$ cat src/rtl/remap_pkg.sv
package remap_pkg;
   // lane count for a register of the given width
   function automatic int lanes_of(input int width);
      return width / 8;
   endfunction
endpackage

$ cat src/rtl/remap_regfile.sv
module remap_regfile
   import remap_pkg::*;
#(
   parameter int BUS_AW     = 18,
   parameter int NUM_REGS   = 32,
   parameter int BASE_W     = 16,
   parameter int BASE_SHIFT = 6,
   parameter logic [BUS_AW-1:0] WIN_BASE = 18'o763700
) (
   input  logic                        clk,
   input  logic                        rst_n,
   input  logic [BUS_AW-1:0]           cfg_addr,
   input  logic                        cfg_wr,
   input  logic [lanes_of(BASE_W)-1:0] cfg_be,
   input  logic [BASE_W-1:0]           cfg_wdata,
   output logic [BASE_W-1:0]           cfg_rdata,
   output logic                        cfg_hit,
   input  logic [$clog2(NUM_REGS)-1:0] lk_idx,
   output logic [BASE_W-1:0]           lk_base
);
   localparam int IDX_W      = $clog2(NUM_REGS);
   localparam int LANES      = lanes_of(BASE_W);
   localparam int PAGE_OFF_W = BUS_AW - IDX_W;

   generate
      if (BASE_W % 8 != 0) begin : g_bad_width
         $error("BASE_W must be a whole number of bytes");
      end
      if (LANES != 2) begin : g_bad_lanes
         $error("window words are two bytes wide");
      end
      if (WIN_BASE % (2 * NUM_REGS) != 0) begin : g_bad_align
         $error("window base must align to its size");
      end
   endgenerate

   logic [BASE_W-1:0]   bases [NUM_REGS];
   logic [IDX_W-1:0]    win_idx;
   logic [NUM_REGS-1:0] wr_sel;

   assign win_idx   = cfg_addr[IDX_W:1];
   assign cfg_hit   = (cfg_addr[BUS_AW-1:IDX_W+1] == WIN_BASE[BUS_AW-1:IDX_W+1])
                      && !cfg_addr[0];
   assign cfg_rdata = cfg_hit ? bases[win_idx] : '0;
   assign lk_base   = bases[lk_idx];

   generate
      for (genvar i = 0; i < NUM_REGS; i++) begin : g_reg
         localparam logic [BUS_AW-1:0] SECT_START = BUS_AW'(i) << PAGE_OFF_W;
         localparam logic [BASE_W-1:0] RST_VAL    = BASE_W'(SECT_START >> BASE_SHIFT);

         assign wr_sel[i] = cfg_wr && cfg_hit && (win_idx == IDX_W'(i));

         always_ff @(posedge clk or negedge rst_n) begin
            if (!rst_n) begin
               bases[i] <= RST_VAL;
            end else if (wr_sel[i]) begin
               for (int b = 0; b < LANES; b++) begin
                  if (cfg_be[b]) bases[i][8*b +: 8] <= cfg_wdata[8*b +: 8];
               end
            end
         end
      end
   endgenerate

   // at most one register is written per edge
   p_one_write_r5: assert property (@(posedge clk) disable iff (!rst_n)
      $onehot0(wr_sel));

   // a full word write lands in the addressed register
   p_word_write_r5: assert property (@(posedge clk) disable iff (!rst_n)
      (cfg_wr && cfg_hit && cfg_be == 2'b11) |=> (bases[$past(win_idx)] == $past(cfg_wdata)));

   // a low-lane-only write keeps the high byte
   p_keep_high_r6: assert property (@(posedge clk) disable iff (!rst_n)
      (cfg_wr && cfg_hit && cfg_be == 2'b01)
      |=> (bases[$past(win_idx)][15:8] == $past(bases[win_idx][15:8])));
endmodule

$ cat src/rtl/remap_xlate.sv
module remap_xlate #(
   parameter int BUS_AW     = 18,
   parameter int PHYS_AW    = 22,
   parameter int IDX_W      = 5,
   parameter int BASE_W     = 16,
   parameter int BASE_SHIFT = 6
) (
   input  logic               clk,
   input  logic               rst_n,
   input  logic               req_valid,
   input  logic [BUS_AW-1:0]  req_addr,
   input  logic [BASE_W-1:0]  base,
   output logic               xl_valid,
   output logic [PHYS_AW-1:0] xl_addr,
   output logic               xl_mem
);
   localparam int PAGE_OFF_W = BUS_AW - IDX_W;

   generate
      if (PHYS_AW < BUS_AW) begin : g_bad_phys
         $error("physical space must be at least as wide as the bus");
      end
      if (BASE_SHIFT >= PAGE_OFF_W) begin : g_bad_shift
         $error("base granularity must be finer than a section");
      end
   endgenerate

   logic               in_io;
   logic [PHYS_AW-1:0] mem_addr;
   logic [PHYS_AW-1:0] next_addr;

   assign in_io     = &req_addr[BUS_AW-1:PAGE_OFF_W];
   assign mem_addr  = (PHYS_AW'(base) << BASE_SHIFT) + PHYS_AW'(req_addr[PAGE_OFF_W-1:0]);
   assign next_addr = in_io ? PHYS_AW'(req_addr) : mem_addr;

   always_ff @(posedge clk or negedge rst_n) begin
      if (!rst_n) begin
         xl_valid <= 1'b0;
         xl_addr  <= '0;
         xl_mem   <= 1'b0;
      end else begin
         xl_valid <= req_valid;
         if (req_valid) begin
            xl_addr <= next_addr;
            xl_mem  <= !in_io;
         end
      end
   end

   // result follows a request by one clock
   p_valid_follow_r8: assert property (@(posedge clk) disable iff (!rst_n)
      req_valid |=> xl_valid);

   // outputs hold while idle
   p_idle_hold_r8: assert property (@(posedge clk) disable iff (!rst_n)
      !req_valid |=> (!xl_valid && $stable(xl_addr) && $stable(xl_mem)));

   // I/O page passes through untranslated
   p_io_pass_r3: assert property (@(posedge clk) disable iff (!rst_n)
      (req_valid && in_io) |=> (!xl_mem && xl_addr == PHYS_AW'($past(req_addr))));

   // offset bits below the base granularity are carried unchanged
   p_low_offset_r2: assert property (@(posedge clk) disable iff (!rst_n)
      (req_valid && !in_io) |=> (xl_mem && xl_addr[BASE_SHIFT-1:0] == $past(req_addr[BASE_SHIFT-1:0])));
endmodule

$ cat src/rtl/bus_page_remap.sv
module bus_page_remap #(
   parameter int BUS_AW     = 18,
   parameter int PHYS_AW    = 22,
   parameter int NUM_REGS   = 32,
   parameter int BASE_W     = 16,
   parameter int BASE_SHIFT = 6,
   parameter logic [BUS_AW-1:0] WIN_BASE = 18'o763700
) (
   input  logic                clk,
   input  logic                rst_n,
   input  logic                req_valid,
   input  logic [BUS_AW-1:0]   req_addr,
   output logic                xl_valid,
   output logic [PHYS_AW-1:0]  xl_addr,
   output logic                xl_mem,
   input  logic [BUS_AW-1:0]   cfg_addr,
   input  logic                cfg_wr,
   input  logic [BASE_W/8-1:0] cfg_be,
   input  logic [BASE_W-1:0]   cfg_wdata,
   output logic [BASE_W-1:0]   cfg_rdata,
   output logic                cfg_hit
);
   localparam int IDX_W = $clog2(NUM_REGS);

   generate
      if ((1 << IDX_W) != NUM_REGS) begin : g_bad_count
         $error("NUM_REGS must be a power of two");
      end
      if (WIN_BASE[BUS_AW-1:BUS_AW-IDX_W] != {IDX_W{1'b1}}) begin : g_bad_win
         $error("register window must sit in the I/O page");
      end
   endgenerate

   logic [IDX_W-1:0]  lk_idx;
   logic [BASE_W-1:0] lk_base;

   assign lk_idx = req_addr[BUS_AW-1:BUS_AW-IDX_W];

   remap_regfile #(
      .BUS_AW(BUS_AW), .NUM_REGS(NUM_REGS), .BASE_W(BASE_W),
      .BASE_SHIFT(BASE_SHIFT), .WIN_BASE(WIN_BASE)
   ) u_regs (
      .clk(clk), .rst_n(rst_n),
      .cfg_addr(cfg_addr), .cfg_wr(cfg_wr), .cfg_be(cfg_be),
      .cfg_wdata(cfg_wdata), .cfg_rdata(cfg_rdata), .cfg_hit(cfg_hit),
      .lk_idx(lk_idx), .lk_base(lk_base)
   );

   remap_xlate #(
      .BUS_AW(BUS_AW), .PHYS_AW(PHYS_AW), .IDX_W(IDX_W),
      .BASE_W(BASE_W), .BASE_SHIFT(BASE_SHIFT)
   ) u_xlate (
      .clk(clk), .rst_n(rst_n),
      .req_valid(req_valid), .req_addr(req_addr), .base(lk_base),
      .xl_valid(xl_valid), .xl_addr(xl_addr), .xl_mem(xl_mem)
   );
endmodule

$ cat config.mk
export PLATFORM = sky130hd
export DESIGN_NAME = bus_page_remap
export DESIGN_NICKNAME = d
export VERILOG_FILES = /design/src/rtl/remap_pkg.sv /design/src/rtl/remap_regfile.sv /design/src/rtl/remap_xlate.sv /design/src/rtl/bus_page_remap.sv
export SDC_FILE = /design/constraint.sdc
export NUM_CORES = 1
export LEC_CHECK = 0
export BUFFER_PORTS_ARGS = -buffer_cell sky130_fd_sc_hd__buf_4
export CAP_MARGIN = 20
export CORE_UTILIZATION = 40
export CTS_CLUSTER_DIAMETER = 80
export DETAILED_ROUTE_END_ITERATION = 6
export PLACE_DENSITY_LB_ADDON = 0.15
export SLEW_MARGIN = 20
export SYNTH_ARGS = -nofsm -noshare
export SYNTH_HDL_FRONTEND = slang
export SYNTH_HIERARCHICAL = 1
export SYNTH_SLANG_ARGS = --single-unit
export TNS_END_PERCENT = 30
$ cat constraint.sdc
create_clock -name clk -period 3.8 [get_ports clk]
set_clock_uncertainty 0.1 [all_clocks]
set_input_delay 0.19 -clock clk [delete_from_list [all_inputs] [get_ports clk]]
set_output_delay 0.19 -clock clk [all_outputs]
set_load 0.03 [all_outputs]
## After elaboration in Yosys (flattened, before gate mapping)

Index checks and enable logic that the tools add are counted.

| operators by class | value |
|---|---|
| $add $sub $neg | 1 |
| order comparisons | 2 |
| equality and inequality tests | 32 |
| multiplexer cells | 8 |
| bitwise operators | 2 |
| reduce and logical (&&, ||, !) cells | 102 |

Operators with widths:

| kind | number |
|---|---|
| 16-bit binary-select mux with 5-bit select | 2 |
| 2-bit AND reduction | 64 |
| 5-bit equality test (second input constant) | 16 |
| 16-bit two-way mux | 5 |
| 5-bit by 4-bit equality test with 1-bit output (second input constant) | 8 |
| 1-bit logical AND | 34 |
| 22-bit by 13-bit adder with 22-bit output | 1 |
| 22-bit two-way mux | 1 |
| 5-bit by 3-bit equality test with 1-bit output (second input constant) | 4 |
| 12-bit equality test (second input constant) | 1 |
| 6-bit >= comparator (second input constant) | 2 |
| 5-bit NOT with 6-bit output | 2 |
| 5-bit by 2-bit equality test with 1-bit output (second input constant) | 2 |
| 5-bit by 1-bit equality test with 1-bit output (second input constant) | 1 |
| 5-bit zero test | 1 |
| 5-bit AND reduction | 1 |
| 1-bit zero test | 2 |

| word-level totals | value |
|---|---|
| flip-flop bits (word level) | 536 |
| input bits | 58 |
| output and inout bits | 41 |
| word-level logic and storage cells | 214 |

## Logic depth before layout (Yosys ltp)

| logic depth | value |
|---|---|
| word-level depth | 6 |
| gate-level depth with buffers | 12 |
| depth with buffers taken out | 10 |

## By module

The synthesis kept the hierarchy.

Modules (own cells, without submodules):

| module | times used | cells each | area each (µm²) | seq. area each (µm²) |
|---|---|---|---|---|
| remap_regfile | 1 | 1,785 | 27,959.3 | 12,912.4 |
| remap_xlate | 1 | 139 | 1,412.6 | 600.6 |

## Worst setup path before layout

OpenSTA, ideal clock, no wires.

| path | value |
|---|---|
| path type | in2reg |
| start | in req_addr[13] |
| end | reg u_xlate.xl_addr[16] |
| setup time | 0.082 ns |
| data arrival time | 3.399 ns |
| required time | 3.618 ns |
| setup slack | 0.219 ns |
| stages on the path | 12 |
| path buffers | 2 |
| path through | clkbuf_1 > buf_2 > mux4_2 > mux4_2 > mux2_2 > ha_1 > fa_1 > a21oi_1 > o221ai_2 > a21oi_2 > o21ai_0 > a31oi_1 |

| between the ends | value |
|---|---|
| word-level cells in the longest chain between the ends | 6 |
| elaborated cells on any way between the ends | 7 |
| those cells by class | 1 x add/sub; 4 x mux; 1 x bitwise; 1 x reduce/logical |

RTL lines:

| what | RTL line | source |
|---|---|---|
| start: declaration | bus_page_remap.sv:12 | `input logic [BUS_AW-1:0] req_addr,` |
| 5-bit NOT with 6-bit output (implied by the code) | remap_regfile.sv:45 | `assign lk_base = bases[lk_idx];` |
| 16-bit binary-select mux with 5-bit select | remap_regfile.sv:45 |  |
| 16-bit two-way mux (implied by the code) (2 in series) | remap_regfile.sv:45 |  |
| named net lk_base[0] | bus_page_remap.sv:35 | `logic [BASE_W-1:0] lk_base;` |
| 22-bit by 13-bit adder with 22-bit output | remap_xlate.sv:33 | `assign mem_addr = (PHYS_AW'(base) << BASE_SHIFT) + PHYS_AW'(req_addr[PAGE_OFF_W-1:0]);` |
| 22-bit two-way mux | remap_xlate.sv:34 | `assign next_addr = in_io ? PHYS_AW'(req_addr) : mem_addr;` |
| end signal: assignment | remap_xlate.sv:44 | `xl_addr <= next_addr;` |
| end: declaration | remap_xlate.sv:14 | `output logic [PHYS_AW-1:0] xl_addr,` |

The timed path passes the listed nets, and every way through them passes these cells. The select of a mux whose other input is x is not followed.
A chain may end at the register's enable or synchronous reset.

## Worst setup path after layout

| path | value |
|---|---|
| start | reg u_regs/bases[0] (netlist bit) |
| end | reg u_xlate.xl_addr[14] |

| between the ends | value |
|---|---|
| word-level cells in the longest chain between the ends | 5 |

RTL lines:

| what | RTL line | source |
|---|---|---|
| start: declaration | remap_regfile.sv:37 | `logic [BASE_W-1:0] bases [NUM_REGS];` |
| start signal: indexed assignment | remap_regfile.sv:59 | `if (cfg_be[b]) bases[i][8*b +: 8] <= cfg_wdata[8*b +: 8];` |
| 16-bit binary-select mux with 5-bit select | remap_regfile.sv:45 |  |
| 16-bit two-way mux (implied by the code) (2 in series) | remap_regfile.sv:45 |  |
| named net lk_base[0] | bus_page_remap.sv:35 |  |
| 22-bit by 13-bit adder with 22-bit output | remap_xlate.sv:33 |  |
| 22-bit two-way mux | remap_xlate.sv:34 |  |

The timed path passes the listed nets, and every way through them passes these cells. The select of a mux whose other input is x is not followed.

==> impl_metrics.py <==
metrics = {
    "run_status": {
        "status": "complete, no violations",
    },
    "placed_design": {
        "dpl.hpwl_um": 58500,
        "dp_slack_ns": -0.0913,
        "gp_routability_congestion": 0.845,
        "port_buffers": 98,
        "post_dp_cell_area_um2": 31600,
    },
    "power_and_ir_drop": {
        "p_per_area_nw_per_um2": 366,
        "power_mw": 12.4,
        "ir_drop_mv": 0.379,
        "power.leakage_nw": 15.3,
    },
    "global_route": {
        "track_usage_pct": 23.9,
        "first_global_vias": 19500,
        "met2_usage_pct": 35.6,
        "grt_max_degree": 89,
        "grt_pass1_wl_um": 133000,
        "grt_overflow_total": 0,
        "met1_usage_pct": 36.6,
        "antenna_found_initial": 1,
        "busiest_layer": "met1",
        "use_met3_pct": 4.02,
    },
    "setup_path": {
        "slowest_delay_ns": 0.55,
        "cp_top_family": "multiplexers",
        "critPathMostFrequentCell": "mux4_2",
        "worst-path-buf-inv": 0,
        "crit_chain": "mux4_2 > mux4_2 > mux2_2 > ha_1 > fa_1 > a21oi_1 > o221ai_2 > a21oi_2 > or3_1 > a31oi_1",
        "cp.required_ns": 4.13,
        "critPathSlowestCell": "mux4_2",
        "critical_path_peak_fanout": 8,
        "r2r_slack_ns": 0.13,
        "cp-end-kind": "flop",
        "startpoint_type": "flop",
        "crit_type": "reg -> reg",
        "cp_data_arrival_time_ns": 4.01,
    },
    "final_layout": {
        "drive_above_1_share_pct": 58.8,
        "antenna_cells": 0,
        "fin_area_um2": 33900,
        "num-nets-final": 2126,
        "final_common_cell": "mux2_2",
        "areaGrowthSynthToFinish_pct": 15.3,
        "most-common-layout-cells": "mux2_2 (559), dfrtp_1 (456), mux4_2 (256)",
    },
    "floorplan": {
        "dieArea_um2": 74500,
        "io_pins": 99,
        "start_util_pct": 40.7,
        "die-height_um": 273,
        "coreArea_um2": 72100,
        "num_rows": 98,
        "die_w_um": 273,
    },
    "timing": {
        "rsz0062_at_grt": "false",
        "timing.hold.ws_ns": 0.0438,
        "fmax_ghz": 0.272,
        "final.period_utilization_pct": 96.7,
        "hold_violations": 0,
        "finalSetupViolations": 0,
        "max_slew.worst_pin.slew_ns": 1.00,
        "layout_setup_ws_ns": 0.127,
        "setup_tns_ns": 0,
        "relSlewSlack_pct": 32.7,
        "slew_violations": 0,
        "fin_crit_ns": 3.67,
    },
    "clocking": {
        "cts.repair.resized": 0,
        "cts_max_path_buffers": 3,
        "tritoncts": "built",
        "insertion_delay_ns": 0.62,
        "clockRootBuffer": "clkbuf_16",
        "clk_pin_slew_ns": 0.06,
        "cts-buffers-inserted": 59,
        "cts_max_level": 2,
        "post_cts_buffers": 0,
        "cts.sinks": 536,
    },
    "drt": {
        "drtIter0Drc": 1496,
        "routedWlPerCell_um": 28.6,
        "num_vias": 18900,
        "drc": 0,
        "ant_nets": 0,
        "vias_per_cell": 6.18,
        "postRouteWirelength_um": 87400,
        "firstDrtPassIters": 5,
    },
    "synthesis": {
        "synth-edff-count": 0,
        "async_reset_ff_share_pct": 100,
        "syn_inst": 1924,
        "synth_cell_types": 69,
        "syn_area_per_cell_um2": 15.3,
        "ys.flop_type": "dfrtp_1",
        "yosys_warnings": 6,
        "synth-seq-area-share_pct": 46.0,
        "synth-seq-cells": 536,
        "synth_nets": 1990,
        "synth.cell_area_um2": 29400,
    },
    "job": {
        "maxCapViolCount": 0,
    },
    "min_path": {
        "hp-class": "in -> reg",
    },
}
-- final timing paths --
check                                     start                  end  cells after the start
worst min-delay path              cfg_wdata[12]    u_regs/bases[396]                      2
max in group asynchronous                 rst_n     u_regs/bases[68]                      3
worst max register to register  u_regs/bases[0]  u_xlate/xl_addr[14]                     10
worst min register to register   u_xlate/xl_mem       u_xlate/xl_mem                      1
worst max-delay path            u_regs/bases[0]  u_xlate/xl_addr[14]                     10
min in group asynchronous                 rst_n    u_regs/bases[508]                      2
-- report_power, final --
part	total, mW	switching (mW)	internal [mW]
registers	5.74	0.0101	5.73
logic	0.920	0.603	0.317
clock network	5.72	2.35	3.37
-- per-stage QoR --
| step | std cells | util [%] |
|---|---|---|
| 2_1_floorplan | 1924 | - |
| 3_3_place_gp | 2917 | 43.8 |
| 3_5_place_dp | 2917 | 43.8 |
| 4_1_cts | 3059 | 47.0 |
| 5_1_grt | 3059 | 47.0 |
| 6_report | 3059 | 47.0 |
-- cell usage after synthesis, drive strengths merged, types with 13 or more instances --
| library cell | count | share of area (%) |
|---|---|---|
| dfstp | 80 | 7.2 |
| a21oi | 13 | 0.25 |
| nor2 | 56 | 0.85 |
| mux2 | 559 | 21 |
| buf | 54 | 0.92 |
| nor3 | 14 | 0.31 |
| nand3 | 37 | 0.65 |
| mux2i | 78 | 2.7 |
| dfrtp | 456 | 39 |
| mux4 | 256 | 20 |
| nand2 | 30 | 0.38 |
| clkbuf | 100 | 1.3 |
| o21ai | 13 | 0.22 |
-- worst reg2reg max path, cell delays in order (launching register included) --
cell	delay (ns)
dfrtp_1	0.40
mux4_2	0.49
mux4_2	0.55
mux2_2	0.30
ha_1	0.22
fa_1	0.41
a21oi_1	0.28
o221ai_2	0.16
a21oi_2	0.34
or3_1	0.16
a31oi_1	0.07
-- repair_timing --
item	in CTS	in global routing
setup endpoints to repair	0	0
hold endpoints to repair	310	0
hold buffers	32	0
-- cells by family (layout without fill, tap and decap cells) --
logic type | Yosys count | after routing | synth area share [%]
adder cells (fa/ha/maj) | 8 | 8 | 0.366
AND/OR/NAND/NOR | 210 | 210 | 4.42
AO/OA/AOI/OAI | 109 | 109 | 3.01
multiplexers | 893 | 893 | 43.7
buffers and inverters | 162 | 347 | 2.30
flip-flops | 536 | 536 | 46.0
XOR/XNOR | 6 | 6 | 0.179
-- metal layers --
layer,vias up,wire (um)
met5,-,0
met4,0,1530
met3,98,5110
met2,589,39100
met1,10400,41600
li1,7850,-
-- flip-flops by register name, indices dropped and copies added (netlist names) --
| signal | flops |
|---|---|
| u_xlate/xl_valid | 1 |
| u_xlate/xl_addr | 22 |
| u_xlate/xl_mem | 1 |
| u_regs/bases | 512 |
-- area by class of cell --
cell class | instances | area, um^2
Clock inverter | 8 | 71.3
Tap cell | 950 | 1190
Sequential cell | 536 | 13500
Clock buffer | 102 | 1870
Multi-Input combinational cell | 1226 | 15200
Inverter | 8 | 30.0
Fill cell | 6349 | 38200
Timing Repair Buffer | 229 | 2000
No activity file was read; power rests on OpenSTA's default activity.
